`config.mk`:
```
export PLATFORM = sky130hd
export DESIGN_NAME = sdram_wr_burst_engine
export DESIGN_NICKNAME = d
export VERILOG_FILES = /design/src/rtl/swb_pkg.sv /design/src/rtl/swb_cmd_decode.sv /design/src/rtl/swb_col_gen.sv /design/src/rtl/swb_port_reg.sv /design/src/rtl/sdram_wr_burst_engine.sv
export SDC_FILE = /design/constraint.sdc
export NUM_CORES = 1
export LEC_CHECK = 0
export ABC_CLOCK_PERIOD_IN_PS = 5100
export CORE_MARGIN = 2
export CORE_UTILIZATION = 50
export DETAILED_ROUTE_END_ITERATION = 7
export DONT_BUFFER_PORTS = 1
export PLACE_DENSITY = 0.69
export SETUP_SLACK_MARGIN = 0.02
export SLEW_MARGIN = 20
export SYNTH_ARGS = -nofsm -noshare
export SYNTH_HDL_FRONTEND = slang
export SYNTH_HIERARCHICAL = 1
export SYNTH_SLANG_ARGS = --single-unit
```
`constraint.sdc`:
```
create_clock -name clk -period 5.1 [get_ports clk]
set_clock_uncertainty 0.05 [all_clocks]
set_input_delay 0.51 -clock clk [delete_from_list [all_inputs] [get_ports clk]]
set_output_delay 0.51 -clock clk [all_outputs]
set_load 0.02 [all_outputs]
```
`src/rtl/swb_pkg.sv`:
```
package swb_pkg;

   typedef enum logic [2:0] {
      CMD_DESEL = 3'd0,
      CMD_NOP   = 3'd1,
      CMD_WRITE = 3'd2,
      CMD_STOP  = 3'd3,
      CMD_OTHER = 3'd4
   } cmd_e;

   localparam logic [2:0] BLC_ONE   = 3'd0;
   localparam logic [2:0] BLC_TWO   = 3'd1;
   localparam logic [2:0] BLC_FOUR  = 3'd2;
   localparam logic [2:0] BLC_EIGHT = 3'd3;
   localparam logic [2:0] BLC_PAGE  = 3'd7;

endpackage

```
`src/rtl/swb_cmd_decode.sv`:
```
module swb_cmd_decode
   import swb_pkg::*;
(
   input  logic cs_n,
   input  logic ras_n,
   input  logic cas_n,
   input  logic we_n,
   output cmd_e cmd
);

   always_comb begin
      if (cs_n) begin
         cmd = CMD_DESEL;
      end else begin
         unique case ({ras_n, cas_n, we_n})
            3'b111:  cmd = CMD_NOP;
            3'b100:  cmd = CMD_WRITE;
            3'b110:  cmd = CMD_STOP;
            default: cmd = CMD_OTHER;
         endcase
      end
   end

endmodule

```
`src/rtl/swb_col_gen.sv`:
```
module swb_col_gen
   import swb_pkg::*;
#(
   parameter int COL_W   = 9,
   parameter int CNT_W   = 4
) (
   input  logic [2:0]       bl_code,
   input  logic [COL_W-1:0] cur_col,
   input  logic [COL_W-1:0] cur_mask,
   output logic [COL_W-1:0] new_mask,
   output logic             new_page,
   output logic [CNT_W-1:0] new_beats,
   output logic [COL_W-1:0] nxt_col
);

   localparam int MAX_LOG = 3;

   generate
      if (COL_W <= MAX_LOG) begin : g_bad_col
         $error("swb_col_gen: COL_W must exceed the longest fixed burst");
      end
      if (CNT_W < MAX_LOG + 1) begin : g_bad_cnt
         $error("swb_col_gen: CNT_W too small for eight beats");
      end
   endgenerate

   logic [MAX_LOG:0] beats_fixed;

   always_comb begin
      new_page = 1'b0;
      unique case (bl_code)
         BLC_TWO:   beats_fixed = 4'd2;
         BLC_FOUR:  beats_fixed = 4'd4;
         BLC_EIGHT: beats_fixed = 4'd8;
         BLC_PAGE: begin
            beats_fixed = 4'd1;
            new_page    = 1'b1;
         end
         default:   beats_fixed = 4'd1;
      endcase
   end

   always_comb begin
      new_beats = CNT_W'(beats_fixed);
      if (new_page) begin
         new_mask = '1;
      end else begin
         new_mask = COL_W'(beats_fixed) - COL_W'(1);
      end
   end

   // step inside the aligned block defined by the mask
   logic [COL_W-1:0] col_plus;
   assign col_plus = cur_col + COL_W'(1);
   assign nxt_col  = (cur_col & ~cur_mask) | (col_plus & cur_mask);

endmodule

```
`src/rtl/swb_port_reg.sv`:
```
module swb_port_reg #(
   parameter int DQ_W   = 32,
   parameter int BYTE_W = 8,
   parameter int COL_W  = 9,
   parameter int BANK_W = 2
) (
   input  logic                   clk,
   input  logic                   rst_n,
   input  logic                   slot_d,
   input  logic                   pre_d,
   input  logic [BANK_W-1:0]      bank_d,
   input  logic [COL_W-1:0]       col_d,
   input  logic [DQ_W-1:0]        dq_in,
   input  logic [DQ_W/BYTE_W-1:0] dqm,
   output logic                   wr_en,
   output logic [BANK_W-1:0]      wr_bank,
   output logic [COL_W-1:0]       wr_col,
   output logic [DQ_W-1:0]        wr_data,
   output logic [DQ_W/BYTE_W-1:0] wr_be,
   output logic                   pre_req,
   output logic [BANK_W-1:0]      pre_bank
);

   localparam int NB = DQ_W / BYTE_W;

   generate
      if (DQ_W % BYTE_W != 0) begin : g_bad_lane
         $error("swb_port_reg: DQ_W must be a multiple of BYTE_W");
      end
   endgenerate

   genvar li;
   generate
      for (li = 0; li < NB; li++) begin : g_lane
         always_ff @(posedge clk or negedge rst_n) begin
            if (!rst_n) begin
               wr_be[li]                       <= 1'b0;
               wr_data[li*BYTE_W +: BYTE_W]    <= '0;
            end else begin
               wr_be[li] <= slot_d & ~dqm[li];
               if (slot_d && !dqm[li]) begin
                  wr_data[li*BYTE_W +: BYTE_W] <= dq_in[li*BYTE_W +: BYTE_W];
               end
            end
         end

         // a masked lane never gets an enable
         p_lane_mask_r10: assert property (@(posedge clk) disable iff (!rst_n)
            dqm[li] |=> !wr_be[li]);
      end
   endgenerate

   always_ff @(posedge clk or negedge rst_n) begin
      if (!rst_n) begin
         wr_en    <= 1'b0;
         wr_bank  <= '0;
         wr_col   <= '0;
         pre_req  <= 1'b0;
         pre_bank <= '0;
      end else begin
         wr_en   <= slot_d & ~(&dqm);
         pre_req <= pre_d;
         if (slot_d) begin
            wr_bank <= bank_d;
            wr_col  <= col_d;
         end
         if (pre_d) begin
            pre_bank <= bank_d;
         end
      end
   end

   // strobe only with at least one lane enabled
   p_strobe_lane_r10: assert property (@(posedge clk) disable iff (!rst_n)
      wr_en |-> (wr_be != '0));

endmodule

```
`src/rtl/sdram_wr_burst_engine.sv`:
```
module sdram_wr_burst_engine
   import swb_pkg::*;
#(
   parameter int DQ_W   = 32,
   parameter int BYTE_W = 8,
   parameter int COL_W  = 9,
   parameter int BANK_W = 2
) (
   input  logic                   clk,
   input  logic                   rst_n,
   input  logic                   cs_n,
   input  logic                   ras_n,
   input  logic                   cas_n,
   input  logic                   we_n,
   input  logic [BANK_W-1:0]      ba,
   input  logic [COL_W-1:0]       col,
   input  logic                   a10,
   input  logic [2:0]             bl_cfg,
   input  logic [DQ_W-1:0]        dq_in,
   input  logic [DQ_W/BYTE_W-1:0] dqm,
   output logic                   wr_en,
   output logic [BANK_W-1:0]      wr_bank,
   output logic [COL_W-1:0]       wr_col,
   output logic [DQ_W-1:0]        wr_data,
   output logic [DQ_W/BYTE_W-1:0] wr_be,
   output logic                   pre_req,
   output logic [BANK_W-1:0]      pre_bank
);

   localparam int CNT_W = 4;

   cmd_e cmd;

   swb_cmd_decode u_dec (
      .cs_n  (cs_n),
      .ras_n (ras_n),
      .cas_n (cas_n),
      .we_n  (we_n),
      .cmd   (cmd)
   );

   // burst state
   logic              active_q;
   logic              page_q;
   logic              ap_q;
   logic [CNT_W-1:0]  left_q;
   logic [COL_W-1:0]  cur_q;
   logic [COL_W-1:0]  mask_q;
   logic [BANK_W-1:0] bank_q;

   logic [COL_W-1:0]  new_mask;
   logic              new_page;
   logic [CNT_W-1:0]  new_beats;
   logic [COL_W-1:0]  nxt_col;

   swb_col_gen #(.COL_W(COL_W), .CNT_W(CNT_W)) u_colgen (
      .bl_code   (bl_cfg),
      .cur_col   (cur_q),
      .cur_mask  (mask_q),
      .new_mask  (new_mask),
      .new_page  (new_page),
      .new_beats (new_beats),
      .nxt_col   (nxt_col)
   );

   logic              start, cont, stop;
   logic              slot_d, last_d, pre_d;
   logic [COL_W-1:0]  col_d;
   logic [BANK_W-1:0] bank_d;

   always_comb begin
      start  = (cmd == CMD_WRITE);
      stop   = (cmd == CMD_STOP);
      cont   = active_q && !start && !stop;
      slot_d = start || cont;
      col_d  = start ? col : nxt_col;
      bank_d = start ? ba  : bank_q;
      if (start) begin
         last_d = !new_page && (new_beats == CNT_W'(1));
      end else begin
         last_d = !page_q && (left_q == CNT_W'(1));
      end
      pre_d  = slot_d && last_d && (start ? a10 : ap_q);
   end

   always_ff @(posedge clk or negedge rst_n) begin
      if (!rst_n) begin
         active_q <= 1'b0;
         page_q   <= 1'b0;
         ap_q     <= 1'b0;
         left_q   <= '0;
         cur_q    <= '0;
         mask_q   <= '0;
         bank_q   <= '0;
      end else if (start) begin
         active_q <= !last_d;
         page_q   <= new_page;
         ap_q     <= a10;
         left_q   <= new_beats - CNT_W'(1);
         cur_q    <= col;
         mask_q   <= new_mask;
         bank_q   <= ba;
      end else if (cont) begin
         cur_q <= nxt_col;
         if (!page_q) begin
            left_q <= left_q - CNT_W'(1);
         end
         if (last_d) begin
            active_q <= 1'b0;
            ap_q     <= 1'b0;
         end
      end else if (stop) begin
         active_q <= 1'b0;
         ap_q     <= 1'b0;
      end
   end

   swb_port_reg #(
      .DQ_W   (DQ_W),
      .BYTE_W (BYTE_W),
      .COL_W  (COL_W),
      .BANK_W (BANK_W)
   ) u_port (
      .clk      (clk),
      .rst_n    (rst_n),
      .slot_d   (slot_d),
      .pre_d    (pre_d),
      .bank_d   (bank_d),
      .col_d    (col_d),
      .dq_in    (dq_in),
      .dqm      (dqm),
      .wr_en    (wr_en),
      .wr_bank  (wr_bank),
      .wr_col   (wr_col),
      .wr_data  (wr_data),
      .wr_be    (wr_be),
      .pre_req  (pre_req),
      .pre_bank (pre_bank)
   );

   // an unmasked WRITE writes its own column and bank next cycle
   p_write_lands_r1: assert property (@(posedge clk) disable iff (!rst_n)
      (!cs_n && ras_n && !cas_n && !we_n && dqm == '0)
         |=> (wr_en && wr_col == $past(col) && wr_bank == $past(ba)));

   // terminate leaves nothing written and no precharge
   p_stop_quiet_r7: assert property (@(posedge clk) disable iff (!rst_n)
      (!cs_n && ras_n && cas_n && !we_n) |=> (!wr_en && !pre_req && wr_be == '0));

   // an idle pin cycle inside a burst still writes a word
   p_idle_keeps_r6: assert property (@(posedge clk) disable iff (!rst_n)
      (active_q && (cs_n || (ras_n && cas_n && we_n)) && dqm == '0) |=> wr_en);

   // full page steps from the top column to zero
   p_page_wrap_r4: assert property (@(posedge clk) disable iff (!rst_n)
      (active_q && page_q && cur_q == '1 && cs_n && dqm == '0)
         |=> (wr_en && wr_col == '0));

   // precharge request only with the last word of a burst
   p_pre_with_word_r8: assert property (@(posedge clk) disable iff (!rst_n)
      pre_req |-> (wr_en || wr_be == '0));

   // no words without a burst or a WRITE
   p_idle_silent_r3: assert property (@(posedge clk) disable iff (!rst_n)
      (!active_q && (cs_n || (ras_n && cas_n && we_n))) |=> (!wr_en && !pre_req));

endmodule

```
* Word level (Yosys, flattened, before mapping)
Index checks and enable logic that the tools add are counted.
Storage, ports and cells: word-level logic and storage cells 95, output and inout port bits 51, register bits 78
Operators by class: add/sub/neg operators 4, reduce and logical (&&, ||, !) cells 25, bitwise logic cells 14, muxes and demuxes 19, equality and inequality tests 13
Operators with widths (count):
- 9-bit two-way mux | 4
- 9-bit AND | 2
- 3-bit by 2-bit == test with 1-bit output (second input constant) | 4
- 3-bit == test (second input constant) | 4
- 4-bit two-way mux | 3
- 4-bit one-hot mux with 3 select lines | 1
- 1-bit logical AND | 10
- 9-bit by 1-bit adder with 9-bit output (second input constant) | 1
- 1-bit zero test | 9
- 9-bit inverter | 1
- 9-bit bitwise OR | 1
- 3-bit one-hot mux with 3 select lines | 1
- 4-bit by 1-bit == test with 1-bit output (second input constant) | 2
- 1-bit two-way mux | 8
- 4-bit by 1-bit subtractor with 4-bit output (second input constant) | 2
- 1-bit AND | 5
- 1-bit inverter | 5
- 4-bit by 1-bit subtractor with 5-bit output (second input constant) | 1
- 2-bit AND reduction | 2
- 4-bit AND reduction | 1
- 3-bit by 1-bit == test with 1-bit output (second input constant) | 1
- 3-bit two-way mux | 1
- 3-bit by 2-bit != test with 1-bit output (second input constant) | 1
- 3-bit nonzero test | 1
- other kinds (4) | 4

* Longest topological paths before layout
depth after elaboration 10, gate-level depth with buffers 10, depth with buffers taken out 8

* By module
The synthesis kept the hierarchy.
Modules (own cells, without submodules):
- swb_port_reg | cells each 107, sequential area each 1276.2 um^2, instances 1, area each 1998.2 um^2
- sdram_wr_burst_engine | cells each 104, sequential area each 675.6 um^2, instances 1, area each 1380.1 um^2
- swb_col_gen | cells each 39, sequential area each 0.0 um^2, instances 1, area each 267.8 um^2
- swb_cmd_decode | cells each 4, sequential area each 0.0 um^2, instances 1, area each 32.5 um^2

* Least setup slack after synthesis
Ideal clock, no wire load.
kind input to register, start input cs_n, end register u_port.wr_bank[1], cell stages on the path 8, buffers on the path 3, data required time 4.925 ns, slack 2.889 ns, data arrival time 2.037 ns, library setup time 0.125 ns, cells stage by stage nor3b_1 > nand2b_1 > buf_6 > nor2_8 > buf_8 > buf_12 > mux2_2 > mux2_2
Between the ends: elaborated cells between the ends (all ways) 9
RTL lines:
- start, declared | RTL line sdram_wr_burst_engine.sv:11 | input logic cs_n,
- 3-bit two-way mux | RTL line swb_cmd_decode.sv:12 | if (cs_n) begin
- 3-bit by 2-bit == test with 1-bit output | RTL line sdram_wr_burst_engine.sv:72 | start = (cmd == CMD_WRITE);
- 2-bit two-way mux
- named net bank_d[1] | RTL line sdram_wr_burst_engine.sv:69 | logic [BANK_W-1:0] bank_d;
- end signal, assigned | RTL line swb_port_reg.sv:64 | wr_bank <= bank_d;
- end, declared | RTL line swb_port_reg.sv:16 | output logic [BANK_W-1:0] wr_bank,
The timed path passes the listed nets, and every way through them passes these cells. A chain may end at the register's enable or synchronous reset.

* Final worst setup path
start input cas_n, end register u_port.wr_data[22]
Between the ends: longest elaborated chain between the ends 9, elaborated cells between the ends (all ways) 13
Ends and longest elaborated chain:
- start, declared | RTL line sdram_wr_burst_engine.sv:13 | input logic cas_n,
- 3-bit == test | RTL line swb_cmd_decode.sv:15 | unique case ({ras_n, cas_n, we_n})
- 3-bit one-hot mux with 3 select lines (*) | RTL line swb_cmd_decode.sv:15
- 3-bit two-way mux (*) | RTL line swb_cmd_decode.sv:12
- named net cmd[2] | RTL line sdram_wr_burst_engine.sv:32 | cmd_e cmd;
- 3-bit by 2-bit == test with 1-bit output | RTL line sdram_wr_burst_engine.sv:72
- 1-bit zero test | RTL line sdram_wr_burst_engine.sv:74 | cont = active_q && !start && !stop;
- 1-bit logical AND (2 in a row) | RTL line sdram_wr_burst_engine.sv:74
- 1-bit logical OR (*) | RTL line sdram_wr_burst_engine.sv:75 | slot_d = start || cont;
- named net slot_d | RTL line sdram_wr_burst_engine.sv:67 | logic slot_d, last_d, pre_d;
- 1-bit logical AND (*) | RTL line swb_port_reg.sv:41 | if (slot_d && !dqm[li]) begin
- end signal, assigned by index | RTL line swb_port_reg.sv:42 | wr_data[li*BYTE_W +: BYTE_W] <= dq_in[li*BYTE_W +: BYTE_W];
- end, declared | RTL line swb_port_reg.sv:18 | output logic [DQ_W-1:0] wr_data,
The timed path passes the listed nets; every way through them passes the cells marked *.

==> results.toml <==
[synth]
syn_inst = 254
synth_top_cell_area_share = 0.531
yosysSeqAreaShare = 0.531
ys_types = 39
yosys_warnings = 6
synth-simple-area-share = 0.0888
synth.cell_area_um2 = 3680
synth-async-reset-ratio = 1.00
yosys-top-cells-area = "dfrtp_1, mux2_4, mux2_2"
synthMuxAreaShare = 0.272
synth_ff_type = "dfrtp_1"
synth_fp_nets = 316
synth_xor_area_frac = 0.0286
synth_top_family_by_area = "multiplexers"
syn_avg_cell_area_um2 = 14.5
synth-adder-area-share = 0.0170
synth_seq_cells = 78
synth_edf_count = 0
synth_largest_area_cell = "dfrtp_1"
synth_compound_area_frac = 0.0207

[placement]
hpwl_um = 4340
gp_congestion = 0.773
portBuffers = 0

[detailed_routing]
final_antenna_net_count = 0
vias = 1925
drtPass1Iterations = 4
totalWireLength_um = 6340
drtIter0Drc = 123
drc = 0
viasPerCell = 5.38
routedWlPerCell_um = 17.7

[worst_setup_path]
worstSetupPathType = "input pin to flop"
startpoint_type = "input pin"
cp-end-kind = "flop"
arrival_ns = 2.37
path_max_fanout = 25
critical_path_required_ns = 5.28

[global_routing]
antenna_found_initial = 0
gr-total-overflow = 0
grt_usage = 0.167
grt_pass1_wl_um = 10500
grt_max_degree = 79
first_global_vias = 1956

[layout]
utilization = 0.548
n_antenna_cell = 0
drive_above_1_share = 0.382
final_nets = 316
area_growth_syn_to_layout_pct = 6.87

[floorplan]
core_area_um2 = 7180
num_rows = 31
io_pins = 108
start_util = 0.513
fp.dieW_um = 89.8
die-area_um2 = 8060
die_h_um = 89.8

[timing]
hold_violations = 0
timing.setup.tns_ns = 0
worstMarginPinSlew_ns = 0.575
hold_slack_ns = 0.00497
layout_worst_path_cycle_share = 0.430
drv_slew = 0
slew_headroom = 0.611
rsz0062_at_grt = "false"
finalSetupViolCount = 0
min_period_ns = 2.20
fmax_ghz = 0.456

[pwr]
finalPower_w = 0.00248
powerDensity_nw_per_um2 = 632
ir_drop_uv = 255
p_leak_nw = 1.78

[hold_path]
hold_path_class = "input pin to async pin"

[clocking]
cts-resized-gates = 0
cts_tree = "built"
cts_buffer_depth = 2
cts_buffers = 9
cts_sinks = 78
clk_latency_ns = 0.34
cts-root-buf = "clkbuf_8"
htreeDepth = 3
clkTransAtPathRegs_ns = 0.08

[run_status]
status = "finished, final reports clean"

[job]
max_cap_viol_count = 0
final timing paths:
path,from,end,slack [ns],cells after the start
hold / removal,rst_n,cur_q[2],0.005,1
max in group asynchronous,rst_n,cur_q[7],4.68,1
setup / recovery,cas_n,u_port/wr_data[22],2.90,7
hold reg to reg,mask_q[7],mask_q[7],0.46,1
min in group clk,dqm[1],u_port/wr_en,0.25,1
setup reg to reg,active_q,u_port/wr_data[22],3.06,4
synth_stat cells (2+ instances only):
| library cell | instances |
|---|---|
| xor2_1 | 5 |
| nor3_1 | 2 |
| o21ai_0 | 4 |
| nand3b_1 | 2 |
| nand2b_1 | 5 |
| nor4b_1 | 2 |
| and3_1 | 6 |
| and2b_1 | 5 |
| nor2_1 | 2 |
| mux2_2 | 44 |
| nand2_1 | 10 |
| nand4_1 | 6 |
| xnor2_1 | 7 |
| buf_4 | 5 |
| inv_1 | 6 |
| ha_1 | 5 |
| nor3b_1 | 2 |
| buf_6 | 5 |
| nand3_1 | 2 |
| mux2_4 | 33 |
| dfrtp_1 | 78 |
placed cells by master, fill, tap and decap left out, drive strengths merged:
cell      Yosys  routed
xnor2         7       7
clkinv        0       1
clkinvlp      0       2
nor2b         1       1
nand4b        1       1
nor3          2       2
nand2        10      10
dfrtp        78      78
o21ai         5       5
nor2          3       3
nor4b         2       2
mux2         77      77
mux2i         1       1
nand4         6       6
nand3         2       2
xor2          5       5
nand2b        5       5
inv           7       8
buf          12       1
and2b         5       5
a21oi         2       2
o21bai        1       1
or4b          1       1
o32ai         1       1
nand3b        2       2
ha            5       5
bufinv        0       2
and2          1       1
and3          6       6
and4          1       1
clkbuf        0      10
nor3b         2       2
a41oi         1       1
a211oi        1       1
and3b         1       1
final cells by class:
class	instances	area, um2
multi-input cells	157	1570
clock buffers	10	138
clock inverters	6	92.6
flip-flops and latches	78	1950
inverters	7	26.3
fillers	578	3240
well taps	99	124
repair buffers	1	27.5
critical path: stages:
cell	delay [ns]
nand2b_1	0.14
a21oi_2	0.16
nand3b_1	0.16
o21ai_0	0.12
inv_2	0.42
and2b_1	0.52
mux2_4	0.35
logic make-up (layout without fill, tap and decap cells):
group,Yosys count,after routing
buf+inv,19,24
compound gates,11,11
fa+ha+maj,5,5
simple gates,51,51
flops,78,78
mux,78,78
xor+xnor,12,12
flip-flops by register name (all words and copies together) (netlist names):
register and flops:
cur_q 9, left_q 4, page_q 1, active_q 1
u_port/pre_req 1, u_port/pre_bank 2, mask_q 9, ap_q 1
u_port/wr_be 4, u_port/wr_data 32, u_port/wr_col 9, bank_q 2
u_port/wr_bank 2, u_port/wr_en 1
repair_timing:
action | 4_1_cts | 5_1_grt
endpoints found under the hold margin | 78 | 0
setup buffers | 0 | 0
hold buffers | 1 | 0
report_power, final:
part	leakage [nW]	total, W	internal [W]	switching, W
Combinational	0.714	0.000637	0.000418	0.000219
Clock	0.109	0.000517	0.000291	0.000226
Sequential	0.955	0.00133	0.000882	0.000448
metrics by stage:
stage          area, um2  std cells  worst slack, ns
2_1_floorplan       3680        254             2.89
3_3_place_gp        3670        341             2.57
3_5_place_dp        3670        341             2.55
4_1_cts             3930        358             2.93
5_1_grt             3930        358             2.76
6_report            3930        358             2.90
layer usage:
metal | GRT usage | wire length, um | part of all wire
met3 | 0.0520 | 395 | 0.062
met1 | 0.227 | 2890 | 0.46
met2 | 0.244 | 2930 | 0.46
met4 | 0.0846 | 128 | 0.020
met5 | 0 | 0 | 0
(Power assumes the default switching activity.)
